--- config.mk ---
export PLATFORM = sky130hd
export DESIGN_NAME = ovp_supervisor
export DESIGN_NICKNAME = d
export VERILOG_FILES = /design/src/rtl/ovp_pkg.sv /design/src/rtl/ovp_thr_reg.sv /design/src/rtl/ovp_hyst_det.sv /design/src/rtl/ovp_status.sv /design/src/rtl/ovp_supervisor.sv
export SDC_FILE = /design/constraint.sdc
export NUM_CORES = 1
export LEC_CHECK = 0
export ABC_CLOCK_PERIOD_IN_PS = 5550
export BUFFER_PORTS_ARGS = -buffer_cell sky130_fd_sc_hd__buf_4
export CORE_MARGIN = 1
export CORE_UTILIZATION = 45
export DETAILED_ROUTE_END_ITERATION = 10
export PLACE_DENSITY = 0.82
export SETUP_SLACK_MARGIN = 0.5
export SLEW_MARGIN = 20
export SYNTH_ARGS = -nofsm -noshare
export SYNTH_HDL_FRONTEND = slang
export SYNTH_SLANG_ARGS = --single-unit
--- constraint.sdc ---
create_clock -name clk -period 5.55 [get_ports clk]
set_input_delay 1.11 -clock clk [delete_from_list [all_inputs] [get_ports clk]]
set_output_delay 1.11 -clock clk [all_outputs]
set_load 0.02 [all_outputs]
--- src/rtl/ovp_pkg.sv ---
package ovp_pkg;
   // Bit positions inside the status outputs
   localparam int SB_SW_OFF   = 6;
   localparam int SB_OTHER    = 0;
   localparam int SW_OUTPUT   = 7;
   localparam int SW_INPUT    = 5;
   localparam int SW_PGB      = 3;
   localparam int SW_OTHER    = 0;
   localparam int SO_UV_WARN  = 5;
   localparam int SI_OV_FAULT = 7;
   localparam int SM2_PGB     = 0;

   function automatic logic [7:0] bit_at(input int pos, input logic v);
      logic [7:0] r;
      r = '0;
      r[pos] = v;
      return r;
   endfunction
endpackage

--- src/rtl/ovp_thr_reg.sv ---
module ovp_thr_reg #(
   parameter int REG_W    = 16,
   parameter int CODE_W   = 4,
   parameter int SAMPLE_W = 12,
   parameter int OFFSET   = 296,
   parameter int STEP     = 98,
   parameter int HYST     = 25,
   parameter int RST_CODE = 14
) (
   input  logic                clk,
   input  logic                rst_n,
   input  logic                wr_en,
   input  logic [REG_W-1:0]    wr_data,
   input  logic                unlocked,
   output logic [REG_W-1:0]    reg_out,
   output logic [SAMPLE_W-1:0] rise,
   output logic [SAMPLE_W-1:0] fall
);
   logic [CODE_W-1:0] code_q;

   always_ff @(posedge clk or negedge rst_n) begin
      if (!rst_n)                 code_q <= CODE_W'(RST_CODE);
      else if (wr_en && unlocked) code_q <= wr_data[CODE_W-1:0];
   end

   generate
      if (REG_W > CODE_W) begin : g_pad
         assign reg_out = {{(REG_W-CODE_W){1'b0}}, code_q};
      end else begin : g_exact
         assign reg_out = code_q;
      end
   endgenerate

   always_comb begin
      rise = SAMPLE_W'(OFFSET) + SAMPLE_W'(STEP) * SAMPLE_W'(code_q);
      fall = rise - SAMPLE_W'(HYST);
   end
endmodule

--- src/rtl/ovp_hyst_det.sv ---
module ovp_hyst_det #(
   parameter int SAMPLE_W = 12
) (
   input  logic                clk,
   input  logic                rst_n,
   input  logic                valid,
   input  logic [SAMPLE_W-1:0] sample,
   input  logic [SAMPLE_W-1:0] rise,
   input  logic [SAMPLE_W-1:0] fall,
   output logic                trip,
   output logic                ov_q
);
   logic below;

   assign trip  = valid && (sample > rise);
   assign below = valid && (sample < fall);

   always_ff @(posedge clk or negedge rst_n) begin
      if (!rst_n)    ov_q <= 1'b0;
      else if (ov_q) ov_q <= !below;
      else           ov_q <= trip;
   end
endmodule

--- src/rtl/ovp_status.sv ---
module ovp_status
   import ovp_pkg::*;
(
   input  logic       clk,
   input  logic       rst_n,
   input  logic       trip,
   input  logic       clear,
   input  logic       ov_q,
   input  logic       mask_input,
   input  logic       mask_pgb,
   input  logic       mask_out,
   input  logic       gpio1_pg,
   input  logic       gpio4_alert,
   output logic       alert_n,
   output logic       pg,
   output logic [7:0] status_byte,
   output logic [7:0] status_word_hi,
   output logic [7:0] status_out,
   output logic [7:0] status_input,
   output logic [7:0] status_mfr2
);
   logic flag_q;

   // A new trip outranks a clear in the same cycle
   always_ff @(posedge clk or negedge rst_n) begin
      if (!rst_n) flag_q <= 1'b0;
      else        flag_q <= trip | (flag_q & ~clear);
   end

   assign alert_n = ~(flag_q & gpio4_alert & ~(mask_input | mask_pgb | mask_out));
   assign pg      = gpio1_pg ? ~ov_q : 1'b1;

   always_comb begin
      status_byte    = bit_at(SB_SW_OFF, flag_q) | bit_at(SB_OTHER, flag_q);
      status_word_hi = bit_at(SW_OUTPUT, flag_q) | bit_at(SW_INPUT, flag_q)
                     | bit_at(SW_PGB, flag_q)    | bit_at(SW_OTHER, flag_q);
      status_out     = bit_at(SO_UV_WARN, flag_q);
      status_input   = bit_at(SI_OV_FAULT, flag_q);
      status_mfr2    = bit_at(SM2_PGB, flag_q);
   end
endmodule

--- src/rtl/ovp_supervisor.sv ---
module ovp_supervisor #(
   parameter int REG_W    = 16,
   parameter int CODE_W   = 4,
   parameter int SAMPLE_W = 12,
   parameter int OFFSET   = 296,
   parameter int STEP     = 98,
   parameter int HYST     = 25,
   parameter int RST_CODE = 14
) (
   input  logic                clk,
   input  logic                rst_n,
   input  logic                sample_valid,
   input  logic [SAMPLE_W-1:0] sample,
   input  logic                thr_wr_en,
   input  logic [REG_W-1:0]    wr_data,
   input  logic                wr_unlocked,
   input  logic                clear_faults,
   input  logic                mask_input,
   input  logic                mask_pgb,
   input  logic                mask_out,
   input  logic                gpio1_pg,
   input  logic                gpio4_alert,
   output logic [REG_W-1:0]    thr_reg,
   output logic                fet_en,
   output logic                alert_n,
   output logic                pg,
   output logic [7:0]          status_byte,
   output logic [7:0]          status_word_hi,
   output logic [7:0]          status_out,
   output logic [7:0]          status_input,
   output logic [7:0]          status_mfr2
);
   localparam int MAX_CODE = (1 << CODE_W) - 1;
   localparam int MAX_RISE = OFFSET + STEP * MAX_CODE;

   generate
      if (MAX_RISE >= (1 << SAMPLE_W)) begin : g_bad_range
         $error("ovp_supervisor: top threshold exceeds sample range");
      end
      if (HYST > OFFSET) begin : g_bad_hyst
         $error("ovp_supervisor: hysteresis larger than threshold offset");
      end
      if (REG_W < CODE_W || RST_CODE > MAX_CODE) begin : g_bad_code
         $error("ovp_supervisor: code does not fit register");
      end
   endgenerate

   logic [SAMPLE_W-1:0] rise, fall;
   logic                trip, ov_q;

   ovp_thr_reg #(
      .REG_W(REG_W), .CODE_W(CODE_W), .SAMPLE_W(SAMPLE_W), .OFFSET(OFFSET),
      .STEP(STEP), .HYST(HYST), .RST_CODE(RST_CODE)
   ) u_thr (
      .clk(clk), .rst_n(rst_n), .wr_en(thr_wr_en), .wr_data(wr_data),
      .unlocked(wr_unlocked), .reg_out(thr_reg), .rise(rise), .fall(fall)
   );

   ovp_hyst_det #(.SAMPLE_W(SAMPLE_W)) u_det (
      .clk(clk), .rst_n(rst_n), .valid(sample_valid), .sample(sample),
      .rise(rise), .fall(fall), .trip(trip), .ov_q(ov_q)
   );

   ovp_status u_stat (
      .clk(clk), .rst_n(rst_n), .trip(trip), .clear(clear_faults), .ov_q(ov_q),
      .mask_input(mask_input), .mask_pgb(mask_pgb), .mask_out(mask_out),
      .gpio1_pg(gpio1_pg), .gpio4_alert(gpio4_alert), .alert_n(alert_n), .pg(pg),
      .status_byte(status_byte), .status_word_hi(status_word_hi),
      .status_out(status_out), .status_input(status_input),
      .status_mfr2(status_mfr2)
   );

   assign fet_en = ~ov_q;
endmodule

==> impl_metrics.ini, run 1 <==
[timing]
setup_violations = 0
finalCritPeriodShare_pct = 79.3
finClkSkew_ns = 0.00906
finalMaxSlewViolations = 0
tightest_slew_ns = 0.528
hold_violations = 0
fmax_mhz = 227
setup_tns_ns = 0
max_slew_margin_pct = 64.8
period_needed_ns = 4.40
rsz0062_at_grt = no

[setup_path]
rrSetupSlack_ns = 1.15
crit_top_cell = ha_1
timing.rr.start = u_thr.code_q[2]
cp-endpoint = u_det.ov_q
reg2reg_depth = 20
r2r_end = u_det.ov_q
critPathKind = reg2reg
startpoint = u_thr.code_q[2]
crit_slowest_cell = dfstp_2
critPathRequiredTime_ns = 5.66
start_kind = flip-flop
worstPathCellList = inv_1, ha_1, inv_1, ha_1, ha_1, nand3_1, o21ai_0, o211ai_1, xor2_1, nand2_1, xor2_2, inv_1, ha_1, a2111oi_2, or2b_1, o211ai_1, o21ai_2, a22oi_2, o21ai_1, o21a_1
slowest_delay_ns = 0.63
worstSetupEndpointType = flip-flop
path_max_fanout = 8
arrival_ns = 4.51

[clocking]
cts_resized = 0
post_cts_buffers = 0
cts_sinks = 6
worstSkewPairLatency_ns = 0.22
cts_buffers = 3
cts_hold_buf = 0
h-tree-depth = 1
clk_pin_slew_worst_paths_ns = 0.04
cts.root.buffer_cell = clkbuf_8
clock_path_buffers = 2
tritoncts = built

[pwr]
switching_share_pct = 51.2
powerDensity_nw_per_um2 = 397
clkPwrFrac_pct = 9.2
p_int_mw = 0.369
ir_drop_uv = 152
power_frac_comb_pct = 80.0
p_leak_nw = 0.963
seqPwrFrac_pct = 10.8
p_sw_mw = 0.388

[logic_synthesis]
yosys.area.top_type = ha_1
ys_seq_elements = 6
ys.flop_type = dfstp_2
synth-adder-area-share_pct = 25.4
syn_area_um2 = 1730
syn_area_per_cell_um2 = 8.63
synth_mux_area_share_pct = 2.61
synth_edf_count = 0
synthArstFlopShare_pct = 100
postSynthCellCount = 200
synthDistinctLibCells = 37
synth_top_family_by_area = buffers and inverters
synthSimpleGateAreaFrac_pct = 9.13
ys_warn_count = 0
synthTopCellsByArea = ha_1 (25%), buf_4 (23%), xnor2_1 (5.1%)
synth_xor_xnor_area_share_pct = 11.4
synth-compound-area-share_pct = 16.5
synth_top_area_share_pct = 25.4
synth-seq-area-share_pct = 8.91

[layout]
fillers = 368
regArea_um2 = 154
finalNetCount = 310
antennaDiodeCount = 0
finalNonFillerCells = 283
area_growth_pct = 10.2
finalInstanceArea_um2 = 1900
post-route-util_pct = 52.0
multi_input_area_um2 = 1280
drive_above_1_share_pct = 26.4
layout_commonest_cell = conb_1
final_cell_mix = conb_1 (43), buf_4 (42), ha_1 (35)

[flow_run]
cap_violations = 0

[floorplan]
rows = 22
initial_utilization_pct = 47.2
die_h_um = 63.9
ios = 98
die-width_um = 63.9
dieArea_um2 = 4090
core_um2 = 3660

[drt]
drtIter0Drc = 38
antenna_left = 0
dr.pass1.iters = 4
drc = 0
avgViaCountPerCell = 4.59
drt-total-wl_um = 2910
vias = 1299
routedWlPerCell_um = 10.3

[hold_path]
hold_path_class = reg2reg
min_path_cells = 2

[placed_design]
gp_congestion = 0.821
placedCellCount = 279
portBuffers = 42
dpl_cell_area_um2 = 1860
hpwl_um = 2530

[grt]
grt_pass1_wl_um = 4810
grtUsageTotal_pct = 14.7
antenna_found_initial = 0
grt-ovfl-total = 0
grt_max_degree = 13
first_global_vias = 1120

[status]
status = complete, no violations
[area by class of cell]
cell class / count / share of cell area (%)
multi-input cells: 171 / 67.5
inverters: 12 / 2.37
flip-flops and latches: 6 / 8.09
repair buffers: 42 / 16.6
well taps: 48 / 3.16
clock buffers: 4 / 2.37
[routing by layer]
metal / global-route usage, % / routed length [um] / vias up
met1: 18.4 / 1350 / 578
li1: - / - / 667
met3: 3.75 / 165 / 2
met5: 0 / 0 / -
met2: 25.3 / 1380 / 52
met4: 2.84 / 8 / 0
[power by group through the flow]
stage | sequential, mW | combinational [mW] | clock, mW
after global placement | 0.0825 | 0.590 | 0
final | 0.0820 | 0.605 | 0.0694
after detailed placement | 0.0830 | 0.604 | 0
after global routing | 0.0859 | 0.671 | 0.0764
after CTS | 0.0826 | 0.608 | 0.0720
after floorplan | 0.0832 | 0.519 | 0
[state kept, by name (all words and copies together), names as in the netlist]
signal and flops:
u_stat.flag_q 1, u_det.ov_q 1, u_thr.code_q 4
[through the flow]
stage                     total power, mW  hold slack [ns]  worst slack, ns
after floorplan                     0.602            0.584             1.44
after global placement              0.672            0.614             1.21
after detailed placement            0.687            0.610             1.14
after CTS                           0.763            0.620             1.13
after global routing                0.833            0.680            0.776
final                               0.756            0.621             1.15
[cells by family after synthesis]
kind of cell | after synthesis
buf+inv | 65
flops | 6
compound gates | 38
simple gates | 32
mux | 4
xor+xnor | 19
fa+ha+maj | 35
other cells | 1
[worst min-delay path by stage]
stage / end / startpoint / slack [ns]
floorplan: u_det.ov_q / u_det.ov_q / 0.58
global placement: u_det.ov_q / u_det.ov_q / 0.61
detailed placement: u_det.ov_q / u_det.ov_q / 0.61
CTS: u_det.ov_q / u_det.ov_q / 0.62
global route: u_stat.flag_q / rst_n / 0.68
finish: u_det.ov_q / u_det.ov_q / 0.62
[cells in the mapped netlist (3+ instances only)]
cell,number
a21oi_1,9
buf_4,52
dfrtp_1,3
dfstp_2,3
ha_1,35
inv_1,12
mux2_2,4
nand2_1,11
nand3_1,5
nor2_1,6
o211ai_1,5
o21a_1,4
o21ai_0,5
xnor2_1,10
xor2_1,5
xor2_2,4
[critical path: cells and delay by family (launching register included)]
kind,cells,cell delay (ns)
compound gates,8,1.32
xor+xnor,2,0.38
fa+ha+maj,4,1.23
buf+inv,3,0.29
flops,1,0.63
simple gates,3,0.46
(Power assumes the default switching activity.)
==> run 2: changes to the inputs <==
--- a/config.mk
+++ b/config.mk
@@ -5,7 +5,7 @@
 export SDC_FILE = /design/constraint.sdc
 export NUM_CORES = 1
 export LEC_CHECK = 0
-export ABC_CLOCK_PERIOD_IN_PS = 5550
+export ABC_CLOCK_PERIOD_IN_PS = 4100
 export BUFFER_PORTS_ARGS = -buffer_cell sky130_fd_sc_hd__buf_4
 export CORE_MARGIN = 1
 export CORE_UTILIZATION = 45
==> constraint.sdc (replaced) <==
create_clock -name clk -period 4.1 [get_ports clk]
set_input_delay 0.82 -clock clk [delete_from_list [all_inputs] [get_ports clk]]
set_output_delay 0.82 -clock clk [all_outputs]
set_load 0.02 [all_outputs]
==> impl_metrics.ini, run 2 (synthesis gave the netlist of run 1 again) <==
[placed_design]
place_ws_ns = 0.269
gp_congestion = 0.832
placedCellCount = 282
hpwl_um = 2730
portBuffers = 42

[clocking]
cts_hold_buf = 0
h-tree-depth = 1
clock_path_buffers = 2
cts_sinks = 6
clk_pin_slew_worst_paths_ns = 0.04
tritoncts = built
cts.root.buffer_cell = clkbuf_8
worstSkewPairLatency_ns = 0.22
cts_buffers = 3

[layout]
final_cell_mix = buf_4 (56), conb_1 (43), ha_1 (27)
fillers = 348
antennaDiodeCount = 0
largestRegisters = u_thr.code_q (4), u_det.ov_q (1), u_stat.flag_q (1)
finalNetCount = 324
largest_register = u_thr.code_q
multi_input_area_um2 = 1400
regArea_um2 = 154
layout_commonest_cell = buf_4
area_growth_pct = 23.6
drive_above_1_share_pct = 36.9
largest_reg_flops = 4
finalNonFillerCells = 297

[setup_path]
startpoint = u_thr.code_q[2]
start_kind = flip-flop
timing.rr.start = u_thr.code_q[2]
critPathRequiredTime_ns = 4.21
worstSetupEndpointType = flip-flop
arrival_ns = 3.84
path_max_fanout = 4
critPathKind = reg2reg

[floorplan]
ios = 98
die-width_um = 63.9
die_h_um = 63.9
initial_utilization_pct = 47.2
rows = 22
core_um2 = 3660
dieArea_um2 = 4090

[drt]
drc = 0
routedWlPerCell_um = 11.2
drt-total-wl_um = 3340
antenna_left = 0
dr.pass1.iters = 4
vias = 1379
drtIter0Drc = 33
avgViaCountPerCell = 4.64

[hold_path]
hold_path_class = in2async

[timing]
hold_violations = 0
finalMaxSlewViolations = 0
setup_slack_ns = 0.376
setup_violations = 0
fmax_mhz = 269
max_slew_margin_pct = 64.6
setup_tns_ns = 0
finClkSkew_ns = 0.00789
tightest_slew_ns = 0.532
finalCritPeriodShare_pct = 90.8
period_needed_ns = 3.72
rsz0062_at_grt = yes

[grt]
first_global_vias = 1229
antenna_found_initial = 0
grt_pass1_wl_um = 5240
grt-ovfl-total = 0
grt_max_degree = 12
grtUsageTotal_pct = 16.1

[pwr]
p_leak_nw = 1.03
powerDensity_nw_per_um2 = 545
ir_drop_uv = 255
power.total_mw = 1.16

[flow_run]
cap_violations = 0

[status]
status = complete, no violations
[run 2: cell count changes in the layout (fill, tap and decap cells not counted), sizes merged]
| cell | previous run | this run |
|---|---|---|
| buf | 42 | 56 |
[run 2: critical path, cell delays in order, from the launching register on]
cell and delay [ns]:
dfstp_2 0.54, inv_4 0.04, ha_4 0.27, inv_4 0.04
ha_4 0.16, ha_4 0.29, nand3_2 0.08, o21ai_2 0.18
o211ai_1 0.12, xor2_1 0.15, nand2_1 0.10, xor2_2 0.23
inv_2 0.07, ha_4 0.18, a2111oi_4 0.30, or2b_1 0.25
o211ai_1 0.15, o21ai_2 0.08, a22oi_2 0.18, o21ai_1 0.09
o21a_1 0.11
[run 2: timing repair]
action | CTS | global route
pin swaps | 6 | 4
endpoints found under the setup margin | 2 | 2
buffers inserted | 6 | 5
resized for setup | 7 | 3
[run 2: final timing paths]
check,endpoint,slack [ns],depth (start not counted)
worst max-delay path,u_det.ov_q,0.38,20
worst min-delay path,u_det.ov_q,0.39,1
worst max register to register,u_det.ov_q,0.38,20
worst min register to register,u_det.ov_q,0.64,2
max in group asynchronous,u_thr.code_q[2],3.50,1
min in group clk,u_det.ov_q,0.64,2
[run 2: through the flow]
step | area (um2) | util [%] | hold WS (ns)
floorplan | 1950 | - | 0.524
global placement | 1950 | 53.3 | 0.629
detailed placement | 1950 | 53.3 | 0.629
CTS | 2080 | 56.8 | 0.392
finish | 2130 | 58.3 | 0.393
global route | 2130 | 58.3 | 0.388
[run 2: routing by layer]
layer  track usage, %  part of all wire [%]  vias to the layer above
met5                0                     0                        -
met4             2.56                   1.6                        0
met3             3.75                   5.1                        6
met2             29.7                    51                       53
met1             19.0                    42                      631
li1                 -                     -                      689
[run 2: where the power goes]
group	total [mW]	leakage [nW]	switching (mW)	internal, mW
logic	0.965	0.940	0.521	0.444
clock network	0.0921	0.0228	0.0252	0.0668
registers	0.105	0.0668	0.0266	0.0785
total	1.16	1.03	0.573	0.589
[run 2: layout make-up]
type | count | area share (%)
sequential | 6 | 7.21
clock buffer | 4 | 2.11
inverter | 12 | 2.35
timing repair buffer | 56 | 19.7
multi-input combinational | 171 | 65.8
tap | 48 | 2.82
